[src/rtl/uctl_pkg.sv]
package uctl_pkg;
   // Default microword layout. The function field must enclose the source
   // field, and the step-reset bit must lie outside the function field.
   localparam int UW_W_D       = 16;
   localparam int ALU_BIT_D    = 15;
   localparam int FN_LSB_D     = 9;
   localparam int SRC_LSB_D    = 12;
   localparam int DST_LSB_D    = 5;
   localparam int RT_BIT_D     = 4;
   localparam int DST_EN_BIT_D = 3;
   localparam int SRC_EN_BIT_D = 2;

   typedef struct packed {
      logic alu;
      logic rt;
      logic src_en;
      logic dst_en;
   } uw_flags_t;
endpackage

[src/rtl/uctl_seq.sv]
module uctl_seq #(
   parameter int OP_W   = 8,
   parameter int STEP_W = 3,
   localparam int ADDR_W = OP_W + STEP_W
) (
   input  logic              clk,
   input  logic              rst,
   input  logic [OP_W-1:0]   opcode_i,
   input  logic              rt_i,
   output logic [ADDR_W-1:0] uaddr_o
);
   logic [STEP_W-1:0] step_q;

   if (STEP_W < 1) begin : g_bad_step
      $error("uctl_seq: STEP_W must be at least 1");
   end

   always_ff @(posedge clk) begin
      if (rst || rt_i) step_q <= '0;
      else             step_q <= step_q + 1'b1;
   end

   assign uaddr_o = {opcode_i, step_q};


   step_inc_chk: assert property (@(posedge clk) disable iff (rst)
      !rt_i |=> (step_q == STEP_W'($past(step_q) + 1'b1)));


   step_clr_chk: assert property (@(posedge clk) disable iff (rst)
      rt_i |=> (step_q == '0));


   step_rst_chk: assert property (@(posedge clk)
      rst |=> (step_q == '0));
endmodule

[src/rtl/uctl_dec.sv]
module uctl_dec #(
   parameter int SEL_W = 3,
   localparam int N = 1 << SEL_W
) (
   input  logic             en_i,
   input  logic [SEL_W-1:0] sel_i,
   output logic [N-1:0]     strb_o
);
   for (genvar i = 0; i < N; i++) begin : g_line
      assign strb_o[i] = en_i && (sel_i == SEL_W'(i));
   end
endmodule

[src/rtl/uctl_imm.sv]
module uctl_imm #(
   parameter int BUS_W  = 16,
   parameter int IMM_W  = 8,
   parameter int N_SRC  = 8,
   parameter int LO_SRC = 6,
   parameter int HI_SRC = 7
) (
   input  logic [N_SRC-1:0] src_i,
   input  logic [IMM_W-1:0] ir_lo_i,
   output logic             oe_n_o,
   output logic [BUS_W-1:0] data_o
);
   logic oe;
   logic unused_src;

   if (BUS_W < IMM_W) begin : g_bad_bus
      $error("uctl_imm: BUS_W must not be smaller than IMM_W");
   end
   if (LO_SRC >= N_SRC || HI_SRC >= N_SRC || LO_SRC == HI_SRC) begin : g_bad_idx
      $error("uctl_imm: immediate source indices invalid");
   end

   assign oe         = src_i[LO_SRC] | src_i[HI_SRC];
   assign oe_n_o     = ~oe;
   assign unused_src = ^src_i;

   if (BUS_W > IMM_W) begin : g_fill
      localparam int FILL_W = BUS_W - IMM_W;
      assign data_o = oe ? {{FILL_W{src_i[HI_SRC]}}, ir_lo_i} : '0;
   end else begin : g_nofill
      assign data_o = oe ? ir_lo_i : '0;
   end
endmodule

[src/rtl/uctl_core.sv]
module uctl_core #(
   parameter int OP_W       = 8,
   parameter int STEP_W     = 3,
   parameter int SEL_W      = 3,
   parameter int FN_W       = 6,
   parameter int BUS_W      = 16,
   parameter int IMM_W      = 8,
   parameter int UW_W       = uctl_pkg::UW_W_D,
   parameter int ALU_BIT    = uctl_pkg::ALU_BIT_D,
   parameter int FN_LSB     = uctl_pkg::FN_LSB_D,
   parameter int SRC_LSB    = uctl_pkg::SRC_LSB_D,
   parameter int DST_LSB    = uctl_pkg::DST_LSB_D,
   parameter int RT_BIT     = uctl_pkg::RT_BIT_D,
   parameter int DST_EN_BIT = uctl_pkg::DST_EN_BIT_D,
   parameter int SRC_EN_BIT = uctl_pkg::SRC_EN_BIT_D,
   parameter int IMM_LO_SRC = 6,
   parameter int IMM_HI_SRC = 7,
   localparam int ADDR_W = OP_W + STEP_W,
   localparam int N_STRB = 1 << SEL_W
) (
   input  logic              clk,
   input  logic              rst,
   input  logic [OP_W-1:0]   opcode_i,
   input  logic [UW_W-1:0]   uword_i,
   input  logic [IMM_W-1:0]  ir_lo_i,
   output logic [ADDR_W-1:0] uaddr_o,
   output logic [N_STRB-1:0] src_o,
   output logic [N_STRB-1:0] dst_o,
   output logic              alu_oe_o,
   output logic [FN_W-1:0]   alu_fn_o,
   output logic              step_rst_o,
   output logic              imm_oe_n_o,
   output logic [BUS_W-1:0]  imm_data_o
);
   import uctl_pkg::*;

   // Layout checks: the step-reset bit must not share a function bit.
   if (FN_LSB + FN_W > UW_W || DST_LSB + SEL_W > UW_W) begin : g_bad_fit
      $error("uctl_core: microword fields exceed UW_W");
   end
   if (SRC_LSB < FN_LSB || SRC_LSB + SEL_W > FN_LSB + FN_W) begin : g_bad_share
      $error("uctl_core: source field must lie inside the function field");
   end
   if ((RT_BIT >= FN_LSB && RT_BIT < FN_LSB + FN_W) || RT_BIT == ALU_BIT) begin : g_bad_rt
      $error("uctl_core: step-reset bit must have a bit of its own");
   end

   logic [UW_W-1:0] uw_q;
   uw_flags_t       fl;
   logic            unused_uw;

   always_ff @(posedge clk) begin
      if (rst) uw_q <= '0;
      else     uw_q <= uword_i;
   end

   assign fl.alu    = uw_q[ALU_BIT];
   assign fl.rt     = uw_q[RT_BIT];
   assign fl.src_en = uw_q[SRC_EN_BIT];
   assign fl.dst_en = uw_q[DST_EN_BIT];
   assign unused_uw = ^uw_q;

   uctl_seq #(.OP_W(OP_W), .STEP_W(STEP_W)) u_seq (
      .clk      (clk),
      .rst      (rst),
      .opcode_i (opcode_i),
      .rt_i     (uword_i[RT_BIT]),
      .uaddr_o  (uaddr_o)
   );

   uctl_dec #(.SEL_W(SEL_W)) u_src (
      .en_i   (fl.src_en && !fl.alu),
      .sel_i  (uw_q[SRC_LSB +: SEL_W]),
      .strb_o (src_o)
   );

   uctl_dec #(.SEL_W(SEL_W)) u_dst (
      .en_i   (fl.dst_en),
      .sel_i  (uw_q[DST_LSB +: SEL_W]),
      .strb_o (dst_o)
   );

   uctl_imm #(.BUS_W(BUS_W), .IMM_W(IMM_W), .N_SRC(N_STRB),
              .LO_SRC(IMM_LO_SRC), .HI_SRC(IMM_HI_SRC)) u_imm (
      .src_i   (src_o),
      .ir_lo_i (ir_lo_i),
      .oe_n_o  (imm_oe_n_o),
      .data_o  (imm_data_o)
   );

   assign alu_oe_o   = fl.alu;
   assign alu_fn_o   = fl.alu ? uw_q[FN_LSB +: FN_W] : '0;
   assign step_rst_o = fl.rt;


   src_onehot_chk: assert property (@(posedge clk) disable iff (rst)
      $onehot0(src_o));

   dst_onehot_chk: assert property (@(posedge clk) disable iff (rst)
      $onehot0(dst_o));

   alu_excl_chk: assert property (@(posedge clk) disable iff (rst)
      alu_oe_o |-> (src_o == '0 && imm_oe_n_o));

   dst_live_chk: assert property (@(posedge clk) disable iff (rst)
      uword_i[DST_EN_BIT] |=> (dst_o != '0));

   rt_flag_chk: assert property (@(posedge clk) disable iff (rst)
      uword_i[RT_BIT] |=> step_rst_o);

   negy_norst_chk: assert property (@(posedge clk) disable iff (rst)
      (uword_i[ALU_BIT] && !uword_i[RT_BIT]) |=> (!step_rst_o && alu_oe_o));

   imm_byte_chk: assert property (@(posedge clk) disable iff (rst)
      !imm_oe_n_o |-> (imm_data_o[IMM_W-1:0] == ir_lo_i));

   reset_idle_chk: assert property (@(posedge clk)
      rst |=> (src_o == '0 && dst_o == '0 && !alu_oe_o && !step_rst_o && imm_oe_n_o));
endmodule

[config.mk]
export PLATFORM = sky130hd
export DESIGN_NAME = uctl_core
export DESIGN_NICKNAME = d
export VERILOG_FILES = /design/src/rtl/uctl_pkg.sv /design/src/rtl/uctl_seq.sv /design/src/rtl/uctl_dec.sv /design/src/rtl/uctl_imm.sv /design/src/rtl/uctl_core.sv
export SDC_FILE = /design/constraint.sdc
export NUM_CORES = 1
export LEC_CHECK = 0
export BUFFER_PORTS_ARGS = -buffer_cell sky130_fd_sc_hd__buf_2
export CAP_MARGIN = 20
export CORE_MARGIN = 2
export CORE_UTILIZATION = 34
export DETAILED_ROUTE_END_ITERATION = 10
export PLACE_DENSITY = 0.77
export SLEW_MARGIN = 40
export SYNTH_ARGS = -nofsm -noshare
export SYNTH_HDL_FRONTEND = slang
export SYNTH_SLANG_ARGS = --single-unit
[constraint.sdc]
create_clock -name clk -period 1.6 [get_ports clk]
set_input_delay 0.32 -clock clk [delete_from_list [all_inputs] [get_ports clk]]
set_output_delay 0.32 -clock clk [all_outputs]
set_load 0.05 [all_outputs]
==> metrics.txt <==
synth warn 0; period utilization 106%; Pins Over Slew Limit 0; # hold bufs at CTS 0; Std-Cell Rows 17; peak supply drop ~0.59 mV; initial antenna violation count 0; Die Ht between 50 and 60 um; fmax 0.588 GHz; Power per Cell Area 623 nW/um^2; worst clock skew around 0.00012 ns; clock tree from TritonCTS yes; sequential power share approximately 50%; Final Hold Vio Count 0; Syn Nets ~130; # fillers 179; clk sinks 16; Post-Syn Area per Cell 8.77 sq um; Core Region between 2000 and 2500 sq um; initial DRC count 3; clock tree root buffer cell clkbuf_4; most common cell after layout, fill and taps aside buf_2; Initial Util between 30% and 40%; slew margin rel. just over 80%; I/O pin cnt 86; Leak 0.000697 uW; Max FO, Critical Path 8; Syn Inst Count 92; WL/cell 11.4 um; clock buffer depth 2; Buf/Inv on CP 1; most frequent cells in the layout buf_2, buf_6, nor2b_1; hold_ws 0.245 ns; Nets ~190; gr usage total about 14%; Chip Width 52.7 um; Crit-path slowest cell dfxtp_4; Residual DRC 0; hpwl dp between 1500 and 2000 um; IO buf count 66; full die area between 2000 and 3000 sq um; setup violators final 20; Yosys cell types 20; Worst Path Arrival 1.38 ns; final wirelength ~2100 um; Total Power 875 uW; critical path class reg -> out; Placement Setup Slack approximately 0.012 ns; clock share of power 29.0%; Seq cells post-synth 16; placer congestion estimate between 0.6 and 0.7; CTS Buf Count 3; slew of the pin with the lowest slew margin around 0.26 ns; minimum clock period 1.70 ns; clk slew on worst S/H paths 0.09 ns; setup ws final -0.0995 ns; cell-internal power 633 uW; Layout Area Growth over Synthesis 74.1%; sequential area share after synthesis around two fifths; Critical Path RT roughly 1.3 ns; Maximum Capacitance Violations 0; crit path launch type flop; RSZ-0062 raised after global routing true; Max H-tree Level 1; Vias/cell ~4.5; Final Core Density a little over three fifths; first-pass GRT wire length 2950 um; combinational share of power about a fifth; pin count of the biggest net entering global routing 17; latest clock arrival within the worst-skew pair 0.27 ns; via count of the first global-routing pass between 700 and 800; max incr delay on CP 0.36 ns; critical path, cell by cell and4b_2 > and2_4 > buf_4; Hold WC Path Type in -> reg; n_diodes 0; GRT Residual Overflow 0; status finished, violations left; CP Capture Type output pin; First-pass DRT Iterations 2; layout cell share with drive strength beyond 1 between 60% and 70%; vias after detailed routing around 800; Routed Antenna Nets 0; violated checks negative setup slack; cell family with most CP delay simple AND/OR/NAND/NOR gates; Net Sw Frac roughly 28%; Post-Synthesis Cell Area 807 sq um; switching pwr 242 uW
[area by class of cell]
class | instances | area [sq um] | share of cell area (%)
tap | 28 | 35.0 | 2.49
sequential | 16 | 329 | 23.4
inverter | 1 | 3.75 | 0.267
multi-input combinational | 59 | 465 | 33.1
clock buffer | 4 | 36.3 | 2.58
timing repair buffer | 73 | 536 | 38.1
[kinds of logic after synthesis]
family | count (synthesis) | synth area share [%]
simple gates | 56 | 41.2
buf+inv | 18 | 16.4
flops | 16 | 39.7
fa+ha+maj | 1 | 1.55
xor+xnor | 1 | 1.09
[per-layer routing]
metal  share of wire (%)  up-vias  GRT usage [%]  wire [um]
li1                    -      401              -          -
met1                  36      353           15.0        748
met2                  53       57           29.2       1100
met3                  10        0           1.14        216
met4                   0        0           5.13          0
met5                   0        -              0          0
[power groups by stage]
stage          clock network, uW  registers, uW  logic [uW]
3_3_place_gp                   0            440         169
6_report                     254            435         186
4_1_cts                      262            435         180
3_5_place_dp                   0            441         172
5_1_grt                      275            438         199
2_1_floorplan                  0            466         143
[stage by stage]
stage / area, sq um / std cells / TNS [ns]
6_report: 1410 / 181 / -0.908
5_1_grt: 1410 / 181 / -2.04
4_1_cts: 1380 / 179 / -1.05
3_5_place_dp: 1170 / 174 / 0
3_3_place_gp: 1170 / 174 / 0
2_1_floorplan: 901 / 92 / -0.0142
[worst paths after layout]
| check | start | to | slack [ns] | cells past startpoint |
|---|---|---|---|---|
| setup / recovery | uw_q[15]$_SDFF_PP0_ | imm_data_o[11] | -0.1 | 3 |
| setup reg to reg | u_seq.step_q[0]$_SDFF_PP0_ | u_seq.step_q[2]$_SDFF_PP0_ | 0.75 | 3 |
| hold / removal | uword_i[4] | u_seq.step_q[0]$_SDFF_PP0_ | 0.25 | 2 |
| hold reg to reg | u_seq.step_q[0]$_SDFF_PP0_ | u_seq.step_q[0]$_SDFF_PP0_ | 0.46 | 1 |
[sequential cells by signal, summed over array words and instances, names as in the netlist]
name and flops:
u_seq.step_q 3, uw_q 13
[repair_timing]
item / 4_1_cts / 5_1_grt
gates resized for setup: 53 / 6
pin swaps: 5 / 2
endpoints found under the setup margin: 25 / 25
cloned: 1 / 0
buffers inserted: 0 / 2
[cells in the mapped netlist]
library cell | count | area, sq um
buf_4 | 15 | 113
xnor2_1 | 1 | 8.76
nand3b_1 | 1 | 7.51
nor3_1 | 6 | 30.0
nor2_2 | 1 | 6.26
nor4_1 | 1 | 6.26
nor3b_1 | 1 | 7.51
nand2_1 | 2 | 7.51
ha_1 | 1 | 12.5
nor2_1 | 7 | 26.3
buf_2 | 1 | 5.00
nor4b_1 | 1 | 8.76
dfxtp_1 | 16 | 320
inv_2 | 1 | 3.75
buf_6 | 1 | 11.3
nand2b_1 | 5 | 31.3
and2_1 | 16 | 100
nor2b_1 | 13 | 81.3
nor4bb_1 | 1 | 10.0
and4b_1 | 1 | 10.0
[worst register-to-register path, delay by kind of cell, from the launching register on]
family / cells / cell delay (ns)
XOR/XNOR: 1 / 0.15
adder cells (fa/ha/maj): 1 / 0.20
flip-flops: 1 / 0.33
AND/OR/NAND/NOR: 1 / 0.06
(Power assumes the default switching activity.)
